File: config.mk
export PLATFORM = sky130hd
export DESIGN_NAME = intr_moderator
export DESIGN_NICKNAME = d
export VERILOG_FILES = /design/src/rtl/imod_pkg.sv /design/src/rtl/imod_dtimer.sv /design/src/rtl/imod_evsrc.sv /design/src/rtl/intr_moderator.sv
export SDC_FILE = /design/constraint.sdc
export NUM_CORES = 1
export LEC_CHECK = 0
export BUFFER_PORTS_ARGS = -buffer_cell sky130_fd_sc_hd__buf_4
export CAP_MARGIN = 20
export CORE_MARGIN = 1
export CORE_UTILIZATION = 30
export CTS_BUF_LIST = sky130_fd_sc_hd__clkbuf_8 sky130_fd_sc_hd__clkbuf_16
export DETAILED_ROUTE_END_ITERATION = 8
export HOLD_SLACK_MARGIN = 0.1
export PLACE_DENSITY = 0.53
export SLEW_MARGIN = 30
export SYNTH_ARGS = -nofsm -noshare
export SYNTH_HDL_FRONTEND = slang
export SYNTH_SLANG_ARGS = --single-unit
File: constraint.sdc
create_clock -name clk -period 6.3 [get_ports clk]
set_input_delay 0.315 -clock clk [delete_from_list [all_inputs] [get_ports clk]]
set_output_delay 0.315 -clock clk [all_outputs]
set_load 0.01 [all_outputs]
File: src/rtl/imod_pkg.sv
package imod_pkg;
    localparam int CW     = 7;
    localparam int B_TXDW = 0;
    localparam int B_RXT  = 1;
    localparam int B_SRPD = 2;

    typedef enum logic [1:0] {
        ST_IDLE        = 2'd0,
        ST_HOLD        = 2'd1,
        ST_RAISED      = 2'd2,
        ST_RAISED_HOLD = 2'd3
    } mod_state_t;
endpackage

File: src/rtl/imod_dtimer.sv
module imod_dtimer #(
    parameter int TW = 32
) (
    input  logic          clk,
    input  logic          rst_n,
    input  logic [TW-1:0] now,
    input  logic [TW-1:0] dur,
    input  logic          restart,
    input  logic          arm_idle,
    input  logic          cancel,
    output logic          due,
    output logic          live
);
    logic          on_q;
    logic [TW-1:0] dl_q;
    logic [TW-1:0] diff;
    logic          start;

    // wrap-safe: deadline reached when now - dl is non-negative
    assign diff  = now - dl_q;
    assign due   = on_q && !diff[TW-1];
    assign start = restart || (arm_idle && !(on_q && !due));
    assign live  = start || (on_q && !due);

    always_ff @(posedge clk) begin
        if (!rst_n) begin
            on_q <= 1'b0;
            dl_q <= '0;
        end else begin
            on_q <= live && !cancel;
            if (start) dl_q <= now + dur;
        end
    end
endmodule

File: src/rtl/imod_evsrc.sv
module imod_evsrc import imod_pkg::*; #(
    parameter int DW = 16,
    parameter int LW = 16
) (
    input  logic          rx_done,
    input  logic [LW-1:0] rx_len,
    input  logic [LW-1:0] small_thr,
    input  logic [DW-1:0] pd_cfg,
    input  logic [DW-1:0] ab_cfg,
    input  logic          tx_done,
    input  logic [DW-1:0] tx_cfg,
    output logic [CW-1:0] ev_raise,
    output logic          pd_restart,
    output logic          ab_arm,
    output logic          tx_restart
);
    logic pd_nz, ab_nz, tx_nz;

    assign pd_nz      = |pd_cfg;
    assign ab_nz      = |ab_cfg;
    assign tx_nz      = |tx_cfg;
    assign pd_restart = rx_done && pd_nz;
    assign ab_arm     = rx_done && ab_nz;
    assign tx_restart = tx_done && tx_nz;

    always_comb begin
        ev_raise = '0;
        if (rx_done && !pd_nz && !ab_nz) ev_raise[B_RXT]  = 1'b1;
        if (rx_done && (rx_len <= small_thr)) ev_raise[B_SRPD] = 1'b1;
        if (tx_done && !tx_nz) ev_raise[B_TXDW] = 1'b1;
    end
endmodule

File: src/rtl/intr_moderator.sv
module intr_moderator import imod_pkg::*; #(
    parameter int TW       = 32,
    parameter int IW       = 16,
    parameter int DW       = 16,
    parameter int LW       = 16,
    parameter int NW       = 16,
    parameter int UNIT_CYC = 4,
    parameter int DLY_UNIT = 2
) (
    input  logic          clk,
    input  logic          rst_n,
    input  logic [TW-1:0] time_now,
    input  logic          req_valid,
    input  logic          req_now,
    input  logic [CW-1:0] req_causes,
    input  logic          mask_wr,
    input  logic [CW-1:0] mask_data,
    input  logic          cause_rd,
    input  logic [IW-1:0] itv_cfg,
    input  logic [DW-1:0] pd_cfg,
    input  logic [DW-1:0] ab_cfg,
    input  logic [DW-1:0] tx_cfg,
    input  logic [LW-1:0] small_thr,
    input  logic          rx_done,
    input  logic [LW-1:0] rx_len,
    input  logic          tx_done,
    output logic          irq,
    output logic [CW:0]   cause_q,
    output logic [NW-1:0] post_cnt
);
    localparam logic [TW-1:0] IU = TW'(UNIT_CYC);
    localparam logic [TW-1:0] DU = TW'(DLY_UNIT);

    mod_state_t    st_q, st_d;
    logic [CW-1:0] cause_lo_q, c0, c1, c2, raise, ev_raise, mask_q, mask_eff;
    logic [TW-1:0] last_q, th_dl_q, itv_span, gap_diff, th_diff, th_base;
    logic [NW-1:0] cnt_q;
    logic          th_on, th_due, line0, imm, trigger, gap_ok, itv_zero;
    logic          trig_post, trig_arm, any_unm, mask_kill, mask_post, mask_arm;
    logic          post_try, post_ok, th_arm, th_nx, line_nx;
    logic          pd_restart, ab_arm, tx_restart;
    logic          pd_due, ab_due, tx_due, pd_live, ab_live, tx_live;

    imod_evsrc #(.DW(DW), .LW(LW)) u_evsrc (
        .rx_done(rx_done), .rx_len(rx_len), .small_thr(small_thr),
        .pd_cfg(pd_cfg), .ab_cfg(ab_cfg), .tx_done(tx_done), .tx_cfg(tx_cfg),
        .ev_raise(ev_raise), .pd_restart(pd_restart), .ab_arm(ab_arm),
        .tx_restart(tx_restart)
    );

    imod_dtimer #(.TW(TW)) u_pd (
        .clk(clk), .rst_n(rst_n), .now(time_now), .dur(TW'(pd_cfg) * DU),
        .restart(pd_restart), .arm_idle(1'b0), .cancel(post_ok),
        .due(pd_due), .live(pd_live)
    );
    imod_dtimer #(.TW(TW)) u_ab (
        .clk(clk), .rst_n(rst_n), .now(time_now), .dur(TW'(ab_cfg) * DU),
        .restart(1'b0), .arm_idle(ab_arm), .cancel(post_ok),
        .due(ab_due), .live(ab_live)
    );
    imod_dtimer #(.TW(TW)) u_tx (
        .clk(clk), .rst_n(rst_n), .now(time_now), .dur(TW'(tx_cfg) * DU),
        .restart(tx_restart), .arm_idle(1'b0), .cancel(post_ok),
        .due(tx_due), .live(tx_live)
    );

    // output process: decode line and throttle flag from the state
    always_comb begin
        unique case (st_q)
            ST_IDLE:        begin irq = 1'b0; th_on = 1'b0; end
            ST_HOLD:        begin irq = 1'b0; th_on = 1'b1; end
            ST_RAISED:      begin irq = 1'b1; th_on = 1'b0; end
            ST_RAISED_HOLD: begin irq = 1'b1; th_on = 1'b1; end
            default:        begin irq = 1'b0; th_on = 1'b0; end
        endcase
        cause_q  = {irq, cause_lo_q};
        post_cnt = cnt_q;
    end

    assign itv_span = TW'(itv_cfg) * IU;
    assign itv_zero = (itv_cfg == '0);
    assign th_diff  = time_now - th_dl_q;
    assign th_due   = th_on && !th_diff[TW-1];
    assign gap_diff = time_now - (last_q + itv_span);
    assign gap_ok   = !gap_diff[TW-1];
    assign mask_eff = mask_wr ? mask_data : mask_q;

    // ordered event evaluation for one cycle
    always_comb begin
        c0    = cause_rd ? '0 : cause_lo_q;
        line0 = cause_rd ? 1'b0 : irq;
        raise = ev_raise;
        if (pd_due || ab_due) raise[B_RXT]  = 1'b1;
        if (tx_due)           raise[B_TXDW] = 1'b1;
        if (req_valid)        raise = raise | req_causes;
        imm       = req_valid && req_now;
        trigger   = (raise != '0) && (imm || ((raise & ~c0) != '0));
        c1        = c0 | raise;
        trig_post = trigger && (itv_zero || imm || gap_ok);
        trig_arm  = trigger && !(itv_zero || imm || gap_ok);
        any_unm   = (c1 & mask_eff) != '0;
        mask_kill = mask_wr && !any_unm;
        mask_post = mask_wr && any_unm && itv_zero;
        mask_arm  = mask_wr && any_unm && !itv_zero;
        post_try  = trig_post || th_due || mask_post;
        post_ok   = post_try && any_unm;
        th_arm    = (trig_arm || mask_arm) && !(th_on && !th_due);
        th_base   = trig_arm ? last_q : time_now;
        th_nx     = !(post_ok || mask_kill) && (th_arm || (th_on && !th_due));
        c2        = c1;
        if (post_ok && (pd_live || ab_live)) c2[B_RXT]  = 1'b1;
        if (post_ok && tx_live)              c2[B_TXDW] = 1'b1;
        line_nx   = post_ok ? 1'b1 : (mask_kill ? 1'b0 : line0);
        unique case ({line_nx, th_nx})
            2'b00:   st_d = ST_IDLE;
            2'b01:   st_d = ST_HOLD;
            2'b10:   st_d = ST_RAISED;
            default: st_d = ST_RAISED_HOLD;
        endcase
    end

    // state register process
    always_ff @(posedge clk) begin
        if (!rst_n) st_q <= ST_IDLE;
        else        st_q <= st_d;
    end

    always_ff @(posedge clk) begin
        if (!rst_n) begin
            cause_lo_q <= '0;
            mask_q     <= '0;
            last_q     <= '0;
            th_dl_q    <= '0;
            cnt_q      <= '0;
        end else begin
            cause_lo_q <= c2;
            mask_q     <= mask_eff;
            if (post_ok)  last_q  <= time_now;
            if (th_arm)   th_dl_q <= th_base + itv_span;
            if (post_try) cnt_q   <= cnt_q + 1'b1;
        end
    end
endmodule

* After elaboration in Yosys (flattened, before gate mapping)
Index checks and enable logic that the tools add are counted.
** Operators by class
- $add $sub $neg :: 11
- Multiply operators :: 0
- Divide/modulo/power cells :: 0
- $lt $le $gt $ge :: 1
- Eq/ne operators :: 5
- Shift operators :: 0
- Mux-type cells :: 17
- Bitwise logic cells :: 5
- Reductions and logical operators :: 77
** Operators with widths (count)
- subtractor 32 bit :: 5
- adder 32 x 17 -> 32 bit :: 3
- adder 32 x 18 -> 32 bit :: 2
- OR reduction 16 bit :: 3
- logical AND 1 bit :: 32
- two-way mux 32 bit :: 1
- two-way mux 7 bit :: 3
- nonzero test 7 bit :: 3
- logical NOT 1 bit :: 19
- adder 16 x 1 -> 16 bit (second input constant) :: 1
- less-or-equal comparator 16 bit :: 1
- logical NOT 16 bit :: 1
- bitwise AND 7 bit :: 2
- logical OR 1 bit :: 13
- two-way mux 1 bit :: 10
- OR reduction 2 bit :: 4
- inverter 7 bit :: 1
- OR 3 x 7 -> 7 bit :: 1
- OR 7 bit :: 1
- == test 2 bit (second input constant) :: 3
- case mux 2 bit (3 select lines) :: 1
- == test 2 x 1 -> 1 bit (second input constant) :: 2
- logical NOT 2 bit :: 2
- case mux 1 bit (2 select lines) :: 2
** Word-level totals
- Register bits :: 195
- Bits in latches :: 0
- RAM bits :: 0
- Bits in read-only memories :: 0
- Input bits :: 150
- Output and inout port bits :: 25
- Word-level logic and storage cells :: 128
- Memories kept :: 0

* Depth between registers and ports, before layout
Gate-level depths: netlist of run 1.
- Depth after elaboration :: 21
- Gate-level depth with buffers :: 31
- Gate-level depth less buffers :: 27

* By module
From an unflattened synthesis of run 1, not the netlist that was laid out.
** Second synthesis, totals
- Cells, all modules :: 2381
- Area, all modules :: 18961.9 µm²
** By module, submodules not included
- intr_moderator :: times used 1, cells an instance 928, area an instance 7744.9 µm², sequential area each 1921.8 µm²
- imod_dtimer at u_tx :: times used 1, cells an instance 461, area an instance 3554.7 µm², sequential area each 660.6 µm²
- imod_dtimer at u_pd :: times used 1, cells an instance 438, area an instance 3539.6 µm², sequential area each 660.6 µm²
- imod_dtimer at u_ab :: times used 1, cells an instance 471, area an instance 3538.4 µm², sequential area each 660.6 µm²
- imod_evsrc :: times used 1, cells an instance 83, area an instance 584.3 µm², sequential area each 0.0 µm²

* Worst setup path after synthesis of run 1
No wires, ideal clock.
- Path kind :: input port to flip-flop
- Start point :: input time_now[21]
- End point :: register th_dl_q[27]
- Library setup time :: 0.116 ns
- Arrival :: 5.475 ns
- Data required time :: 6.184 ns
- Setup slack :: 0.709 ns
- Cell stages on the path :: 25
- Path buffers :: 3
- Cell sequence :: clkbuf_1 -> clkinv_1 -> ha_1 -> inv_1 -> ha_1 -> o21a_1 -> o221ai_1 -> a32oi_1 -> a41oi_1 -> xnor2_1 -> a211oi_4 -> nand2_2 -> buf_2 -> mux2_2 -> ha_1 -> o311ai_0 -> o31ai_1 -> o31a_1 -> a311o_1 -> o31ai_1 -> buf_2 -> nor2_1 -> mux2i_1 -> xor2_1 -> o211a_1
** On the way
- Cells in the longest elaborated chain, start to end :: 14
- Elaborated cells between the ends (all ways) :: 39
- Classes of those cells :: add/sub: 6; mux: 4; bitwise: 4; reduce/logical: 25
** Ends and longest elaborated chain
- start: declaration :: RTL line intr_moderator.sv:12 : input logic [TW-1:0] time_now,
- subtractor 32 bit :: RTL line imod_dtimer.sv:20 : assign diff = now - dl_q;
- logical NOT 1 bit :: RTL line imod_dtimer.sv:21 : assign due = on_q && !diff[TW-1];
- logical AND 1 bit :: RTL line imod_dtimer.sv:21
- logical OR 1 bit :: RTL line intr_moderator.sv:93 : if (pd_due || ab_due) raise[B_RXT] = 1'b1;
- two-way mux 1 bit :: RTL line intr_moderator.sv:93
- OR 3 x 7 -> 7 bit :: RTL line intr_moderator.sv:95 : if (req_valid) raise = raise | req_causes;
- two-way mux 7 bit :: RTL line intr_moderator.sv:95
- bitwise AND 7 bit / OR 7 bit (equally long branches) :: RTL line intr_moderator.sv:97, intr_moderator.sv:98
- nonzero test 7 bit / bitwise AND 7 bit (equally long branches) :: RTL line intr_moderator.sv:97, intr_moderator.sv:101
- logical OR 1 bit / nonzero test 7 bit (equally long branches) :: RTL line intr_moderator.sv:97, intr_moderator.sv:101
- logical AND 1 bit (on tied branches) :: RTL line intr_moderator.sv:97, intr_moderator.sv:104
- logical AND 1 bit (on tied branches) :: RTL line intr_moderator.sv:100, intr_moderator.sv:104
- two-way mux 32 bit / logical OR 1 bit (equally long branches) :: RTL line intr_moderator.sv:108, intr_moderator.sv:107
- adder 32 x 18 -> 32 bit / logical AND 1 bit (equally long branches) :: RTL line intr_moderator.sv:139, intr_moderator.sv:107
- end signal: assignment :: RTL line intr_moderator.sv:139 : if (th_arm) th_dl_q <= th_base + itv_span;
- end: declaration :: RTL line intr_moderator.sv:36 : logic [TW-1:0] last_q, th_dl_q, itv_span, gap_diff, th_diff, th_base;
Parallel ways exist; a longest one is shown, timed or not.
A chain may end at the register's enable or synchronous reset.

* Worst setup path after layout of run 1
- Start point :: register last_q[16]
- End point :: register th_dl_q[23]
** On the way
- Cells in the longest elaborated chain, start to end :: 8
- Elaborated cells between the ends (all ways) :: 10
- Classes of those cells :: add/sub: 3; mux: 1; reduce/logical: 6
** Ends and longest elaborated chain
- start: declaration :: RTL line intr_moderator.sv:36
- start signal: assignment :: RTL line intr_moderator.sv:138 : if (post_ok) last_q <= time_now;
- adder 32 x 18 -> 32 bit :: RTL line intr_moderator.sv:84 : assign gap_diff = time_now - (last_q + itv_span);
- subtractor 32 bit :: RTL line intr_moderator.sv:84
- logical NOT 1 bit :: RTL line intr_moderator.sv:85 : assign gap_ok = !gap_diff[TW-1];
- logical OR 1 bit :: RTL line intr_moderator.sv:100 : trig_arm = trigger && !(itv_zero || imm || gap_ok);
- logical NOT 1 bit :: RTL line intr_moderator.sv:100
- logical AND 1 bit :: RTL line intr_moderator.sv:100
- two-way mux 32 bit / logical OR 1 bit (equally long branches) :: RTL line intr_moderator.sv:108, intr_moderator.sv:107
- adder 32 x 18 -> 32 bit / logical AND 1 bit (equally long branches) :: RTL line intr_moderator.sv:139, intr_moderator.sv:107
Parallel ways exist; a longest one is shown, timed or not.

==> qor.csv, run 1 <==
stage;metric;value;unit
cells_and_area;drive_above_1_share;14.9;%
timing;setup_ws;0.279;ns
clock_network;clockRootBuffer;clkbuf_16;
clock_network;clock_latency;0.50;ns
pwr;intPower;3.46;mW
timing;layout_min_cycle_time;6.02;ns
synth;yosysWarningCount;0;
placement;dp_hpwl;42500;um
placement;place.port_buffers;174;
pwr;switching_share;41.4;%
floorplan;core-area;54200;um2
route;routed_via_density;5.09;
worst_setup_path;path_max_fanout;8;
worst_setup_path;startpoint_type;flop;
route;first_iter_violations;882;
timing;whs;0.144;ns
synth;synth.avg_cell_area;8.00;um2
grt;antenna_found_initial;0;
worst_setup_path;worstPathRequired;6.67;ns
route;drt_pass1_iterations;5;
pwr;ir_drop;0.000196;V
min_path;holdPathStages;3;
route;wl;54300;um
worst_setup_path;endpoint_kind;flop;
timing;max-slew-margin-rel;37.1;%
synth;syn_area;16600;um2
clock_network;h-tree-depth;4;
cells_and_area;fin_nets;2694;
synth;ys.flop_type;dfxtp_1;
worst_setup_path;path_class;reg2reg;
pwr;p_comb_share;53.8;%
placement;dpl_cell_area;19000;um2
synth;yosysSeqAreaShare;23.6;%
status;status;complete, no violations;
synth;ys_ff_latch;195;
clock_network;clock_sinks;195;
pwr;sequentialPowerShare;27.5;%
cells_and_area;antenna_cells;0;
clock_network;cts.path.max_buffers;2;
grt;grt_pass1_wl;83900;um
worst_setup_path;r2r_cells;27;
route;drt_drc_violations_left;0;
grt;track_usage;19.6;%
timing;finalHoldViolCount;0;
synth;yosysUniqueCellTypes;81;
timing;report.final.slew_viol_count;0;
floorplan;die_area;56200;um2
synth;syn-instance-count;2071;
pwr;pwr_density_cell;300;nW/um2
grt;grt_pass1_vias;14700;
route;route.vias.total;15200;
synth;postSynth.asyncResetShare;0;%
worst_setup_path;slowest_delay;0.43;ns
placement;place.gp.congestion;0.919;
min_path;hold_class;in2reg;
timing;setup_tns;0;ns
grt;overflow;0;
cells_and_area;fin_cells;2988;
flow_run;drv_cap;0;
grt;grt_start_max_net_pins;76;
route;routedWlPerCell;18.2;um
placement;place_ws;-0.226;ns
timing;fmax;0.166;GHz
synth;synth_nets;2484;
clock_network;cts_buffers;17;
timing;clock_skew;0.0129;ns
floorplan;ios;175;
clock_network;cts_tree;yes;
floorplan;die_height;237;um
timing;finalCritPeriodShare;95.6;%
placement;post-place-cells;2949;
cells_and_area;syn_to_final_growth;18.9;%
floorplan;placementRows;85;
cells_and_area;fin_area;19700;um2
clock_network;cts_setup_buffers;0;
worst_setup_path;path_common_cell;buf_4;
pwr;total_power;5.91;mW
cells_and_area;final_util;36.3;%
pwr;p_switching;2.45;mW
pwr;total_leakage_power;8.54;nW
floorplan;die_x;237;um
route;ant_nets;0;
clock_network;clk_pin_slew_worst_paths;0.07;ns
pwr;clkPwrFrac;18.7;%
synth;synth_edf_count;0;
timing;tightest_slew;0.936;ns
timing;setup_viol;0;
worst_setup_path;cp_slowest_cell;fa_1;
floorplan;start_util;30.5;%
worst_setup_path;worstPathArrival;6.39;ns
-- synthesized netlist by cell type, types with 9 or more instances --
cell type / number / area [um2]
buf_6: 9 / 101
xor2_1: 19 / 166
ha_1: 243 / 3040
and3_1: 16 / 100
nand2b_1: 27 / 169
mux2_2: 19 / 214
o21ai_0: 95 / 475
o211ai_1: 11 / 82.6
mux2i_1: 84 / 841
a211oi_1: 28 / 210
nand3_1: 55 / 275
and2_1: 14 / 87.6
o21a_1: 14 / 105
nand4_1: 36 / 225
xnor2_1: 104 / 911
inv_1: 230 / 863
nor2_1: 181 / 679
fa_1: 20 / 400
nor2b_1: 15 / 93.8
nor3_1: 41 / 205
a21o_1: 30 / 225
nor4_1: 20 / 125
clkbuf_1: 44 / 165
dfxtp_1: 195 / 3900
a21boi_0: 10 / 75.1
nand3b_1: 10 / 75.1
nand2_1: 166 / 623
a31oi_1: 22 / 138
or2_2: 11 / 68.8
a211o_1: 9 / 78.8
a21oi_1: 170 / 851
-- cells by family after synthesis --
| logic type | share of synthesized area, % |
|---|---|
| compound gates | 17.4 |
| xor+xnor | 6.50 |
| fa+ha+maj | 20.8 |
| buf+inv | 7.48 |
| flops | 23.6 |
| mux | 6.46 |
| simple gates | 17.9 |
-- worst max-delay path, delay by kind of cell (launching register included) --
kind,cells,cell delay [ns]
fa+ha+maj,3,0.97
mux,1,0.27
compound gates,14,3.03
simple gates,3,0.31
xor+xnor,2,0.33
flops,1,0.35
buf+inv,4,0.61
-- final cells by class --
class,count,area (um2)
flip-flops and latches,195,3900
inverters,239,900
well taps,696,871
fillers,5686,34500
repair buffers,259,1970
clock inverters,11,105
clock buffers,19,453
multi-input cells,1569,11500
-- registers in the layout (all words and copies together) (netlist names) --
signal / count
post_cnt: 16
u_pd.dl_q: 32
last_q: 32
th_dl_q: 32
u_tx.on_q: 1
st_q: 2
u_pd.on_q: 1
u_tx.dl_q: 32
mask_q: 7
u_ab.on_q: 1
u_ab.dl_q: 32
cause_lo_q: 7
-- metal layers --
layer | GRT usage, % | part of all wire (%) | vias up
met2 | 32.7 | 46 | 323
met5 | 0 | 0 | -
met4 | 7.34 | 3.1 | 0
met1 | 24.9 | 46 | 7140
li1 | - | - | 7667
met3 | 3.65 | 4.4 | 77
-- worst paths after layout --
| check | startpoint | slack [ns] | endpoint |
|---|---|---|---|
| worst max-delay path | last_q[16] | 0.28 | th_dl_q[23] |
| worst min-delay path | time_now[0] | 0.14 | u_tx.dl_q[0] |
| worst max register to register | last_q[16] | 0.28 | th_dl_q[23] |
| worst min register to register | u_tx.dl_q[4] | 0.45 | u_tx.dl_q[4] |
-- power groups by stage --
stage	registers [mW]	clock network (mW)	logic (mW)
finish	1.63	1.10	3.18
global placement	1.65	0	3.09
CTS	1.63	1.14	3.17
global route	1.66	1.18	3.54
floorplan	1.61	0	2.26
detailed placement	1.65	0	3.15
-- cells in the final DEF, fill, tap and decap left out, types with 6 or more instances in the layout --
| cell type | netlist | final |
|---|---|---|
| o21ai_0 | 95 | 95 |
| mux2_2 | 19 | 19 |
| nand3_1 | 55 | 55 |
| a21o_1 | 30 | 30 |
| nand2b_1 | 27 | 27 |
| o211ai_1 | 11 | 11 |
| nor2_1 | 181 | 180 |
| dfxtp_1 | 195 | 195 |
| mux2i_1 | 84 | 84 |
| buf_4 | 3 | 250 |
| fa_1 | 20 | 20 |
| dlygate4sd3_1 | 0 | 9 |
| o21bai_1 | 8 | 7 |
| nand3b_1 | 10 | 10 |
| xnor2_1 | 104 | 104 |
| and2_1 | 14 | 14 |
| nor3_1 | 41 | 39 |
| inv_1 | 230 | 230 |
| o31ai_1 | 8 | 7 |
| and3_1 | 16 | 16 |
| nand2_1 | 166 | 166 |
| a21oi_1 | 170 | 169 |
| clkbuf_16 | 0 | 17 |
| nand4_1 | 36 | 36 |
| o21a_1 | 14 | 14 |
| clkinv_1 | 6 | 6 |
| or2_2 | 11 | 11 |
| nor4_1 | 20 | 20 |
| or3_1 | 6 | 6 |
| a211oi_1 | 28 | 28 |
| a211o_1 | 9 | 9 |
| nor2b_1 | 15 | 15 |
| xor2_1 | 19 | 19 |
| a21boi_0 | 10 | 10 |
| a31oi_1 | 22 | 21 |
| ha_1 | 243 | 243 |
-- timing repair --
item / 4_1_cts / 5_1_grt
endpoints found under the hold margin: 9 / 0
hold buffers: 9 / 0
setup endpoints to repair: 1 / 14
pin swaps: 0 / 1
resized for setup: 1 / 7
(Power assumes the default switching activity.)
==> inputs of run 2 (changes only) <==
CORE_ASPECT_RATIO = 1.1   (was default)
PLACE_DENSITY = 0.55   (was 0.53)
==> qor.csv, run 2 (synthesis gave the netlist of run 1 again) <==
stage;metric;value;unit
pwr;pwr_density_cell;304;nW/um2
route;wl;54600;um
timing;fmax;0.167;GHz
timing;setup_viol;0;
clock_network;cts.path.max_buffers;2;
grt;track_usage;19.5;%
cells_and_area;final_cell_mix;ha_1 (243), buf_4 (236), inv_1 (232), dfxtp_1 (195), nor2_1 (179);
cells_and_area;layout_commonest_cell;ha_1;
grt;grt_start_max_net_pins;79;
cells_and_area;fin_nets;2676;
grt;grtUsageMet3;2.54;%
route;route.vias.total;15200;
timing;setup_tns;0;ns
worst_setup_path;path_class;reg2reg;
pwr;ir_drop;0.000209;V
clock_network;clockRootBuffer;clkbuf_16;
clock_network;h-tree-depth;4;
grt;grtUsageMet2;33.6;%
pwr;total_leakage_power;8.45;nW
placement;place.gp.congestion;0.904;
floorplan;die_x;226;um
route;routed_via_density;5.04;
status;status;complete, no violations;
grt;grt-busiest-layer;met2;
placement;post-place-cells;2969;
floorplan;core-area;54100;um2
worst_setup_path;r2r_cells;27;
grt;antenna_found_initial;1;
route;routedWlPerCell;18.2;um
grt;grt_pass1_vias;14900;
cells_and_area;syn_to_final_growth;18.1;%
grt;grt_pass1_wl;84200;um
clock_network;clk_pin_slew_worst_paths;0.08;ns
worst_setup_path;path_max_fanout;8;
cells_and_area;multi_input_area;11500;um2
grt;overflow;0;
floorplan;placementRows;89;
flow_run;drv_cap;0;
timing;report.final.slew_viol_count;0;
timing;rsz0062_at_grt;no;
timing;layout_min_cycle_time;5.97;ns
clock_network;cts_buffers;17;
clock_network;clock_latency;0.48;ns
route;drt_drc_violations_left;0;
grt;met1_usage;24.5;%
placement;dp_hpwl;42800;um
timing;clock_skew;0.0149;ns
route;drt_pass1_iterations;5;
clock_network;clock_sinks;195;
clock_network;cts_setup_buffers;0;
floorplan;die_height;248;um
timing;tightest_slew;0.940;ns
cells_and_area;fin_cells;3004;
cells_and_area;regArea;3900;um2
placement;place.port_buffers;174;
timing;max-slew-margin-rel;37.3;%
worst_setup_path;worstPathRequired;6.64;ns
route;first_iter_violations;922;
cells_and_area;fillCellCount;5696;
worst_setup_path;endpoint_kind;flop;
cells_and_area;drive_above_1_share;14.3;%
route;ant_nets;0;
floorplan;ios;175;
timing;finalCritPeriodShare;94.8;%
floorplan;start_util;30.6;%
worst_setup_path;startpoint_type;flop;
min_path;holdPathStages;3;
floorplan;die_area;56200;um2
worst_setup_path;worstPathArrival;6.31;ns
timing;finalHoldViolCount;0;
clock_network;cts_tree;yes;
min_path;hold_class;in2reg;
run 2: path summary, 6_finish.rpt:
check / start / endpoint / slack (ns)
setup reg to reg: u_tx.dl_q[21] / th_dl_q[23] / 0.33
setup / recovery: u_tx.dl_q[21] / th_dl_q[23] / 0.33
hold / removal: mask_data[6] / mask_q[6] / 0.12
hold reg to reg: u_pd.dl_q[6] / u_pd.dl_q[6] / 0.45
run 2: stage by stage:
stage / hold WS [ns] / power (mW) / worst slack (ns) / util, % / cell area (um2)
floorplan: 0.432 / 3.86 / 0.709 / - / 16600
global placement: 0.440 / 4.82 / 0.195 / 35.0 / 19000
detailed placement: 0.444 / 4.88 / 0.136 / 35.1 / 19000
CTS: 0.103 / 5.99 / 0.134 / 36.1 / 19500
global route: 0.120 / 6.40 / 0.0190 / 36.2 / 19600
finish: 0.123 / 5.95 / 0.329 / 36.2 / 19600
run 2: what timing repair did:
action | 4_1_cts | 5_1_grt
hold buffers | 3 | 0
resized for setup | 0 | 3
endpoints found under the hold margin | 3 | 0
setup endpoints to repair | 0 | 10
run 2: routing by layer:
layer,up-vias,share of wire [%]
met5,-,0
met4,0,3.1
met3,72,3.8
met2,297,49
met1,7156,45
li1,7627,-
run 2: power by group:
| group | switching (mW) | leakage, nW | total [mW] | internal (mW) |
|---|---|---|---|---|
| logic | 1.79 | 6.59 | 3.23 | 1.45 |
| clock network | 0.552 | 0.262 | 1.08 | 0.525 |
| registers | 0.172 | 1.61 | 1.64 | 1.47 |
run 2: cell type report:
class,count,share of cell area [%]
clock buffer,19,2.31
clock inverter,12,0.435
timing repair buffer,241,9.41
sequential,195,19.9
tap,728,4.65
multi-input combinational,1569,58.6
inverter,239,4.60
antenna,1,0.0128
run 2: worst max-delay path: stages, from the launching register on:
cell and delay (ns):
dfxtp_1 0.35, inv_1 0.05, ha_1 0.32, nand4_1 0.16, nor3_1 0.42, buf_4 0.20, nand2_1 0.05, a211oi_1 0.28
nor3b_2 0.13, o221ai_2 0.29, buf_4 0.21, a211oi_4 0.06, nand2_2 0.18, mux2_2 0.36, ha_1 0.30, o311ai_0 0.42
buf_4 0.19, o31ai_1 0.09, o31a_1 0.28, a311o_1 0.39, o31ai_1 0.25, buf_4 0.23, buf_4 0.14, nor2_1 0.04
xnor2_1 0.16, nor2_1 0.06, a31oi_1 0.13, o21ai_0 0.08
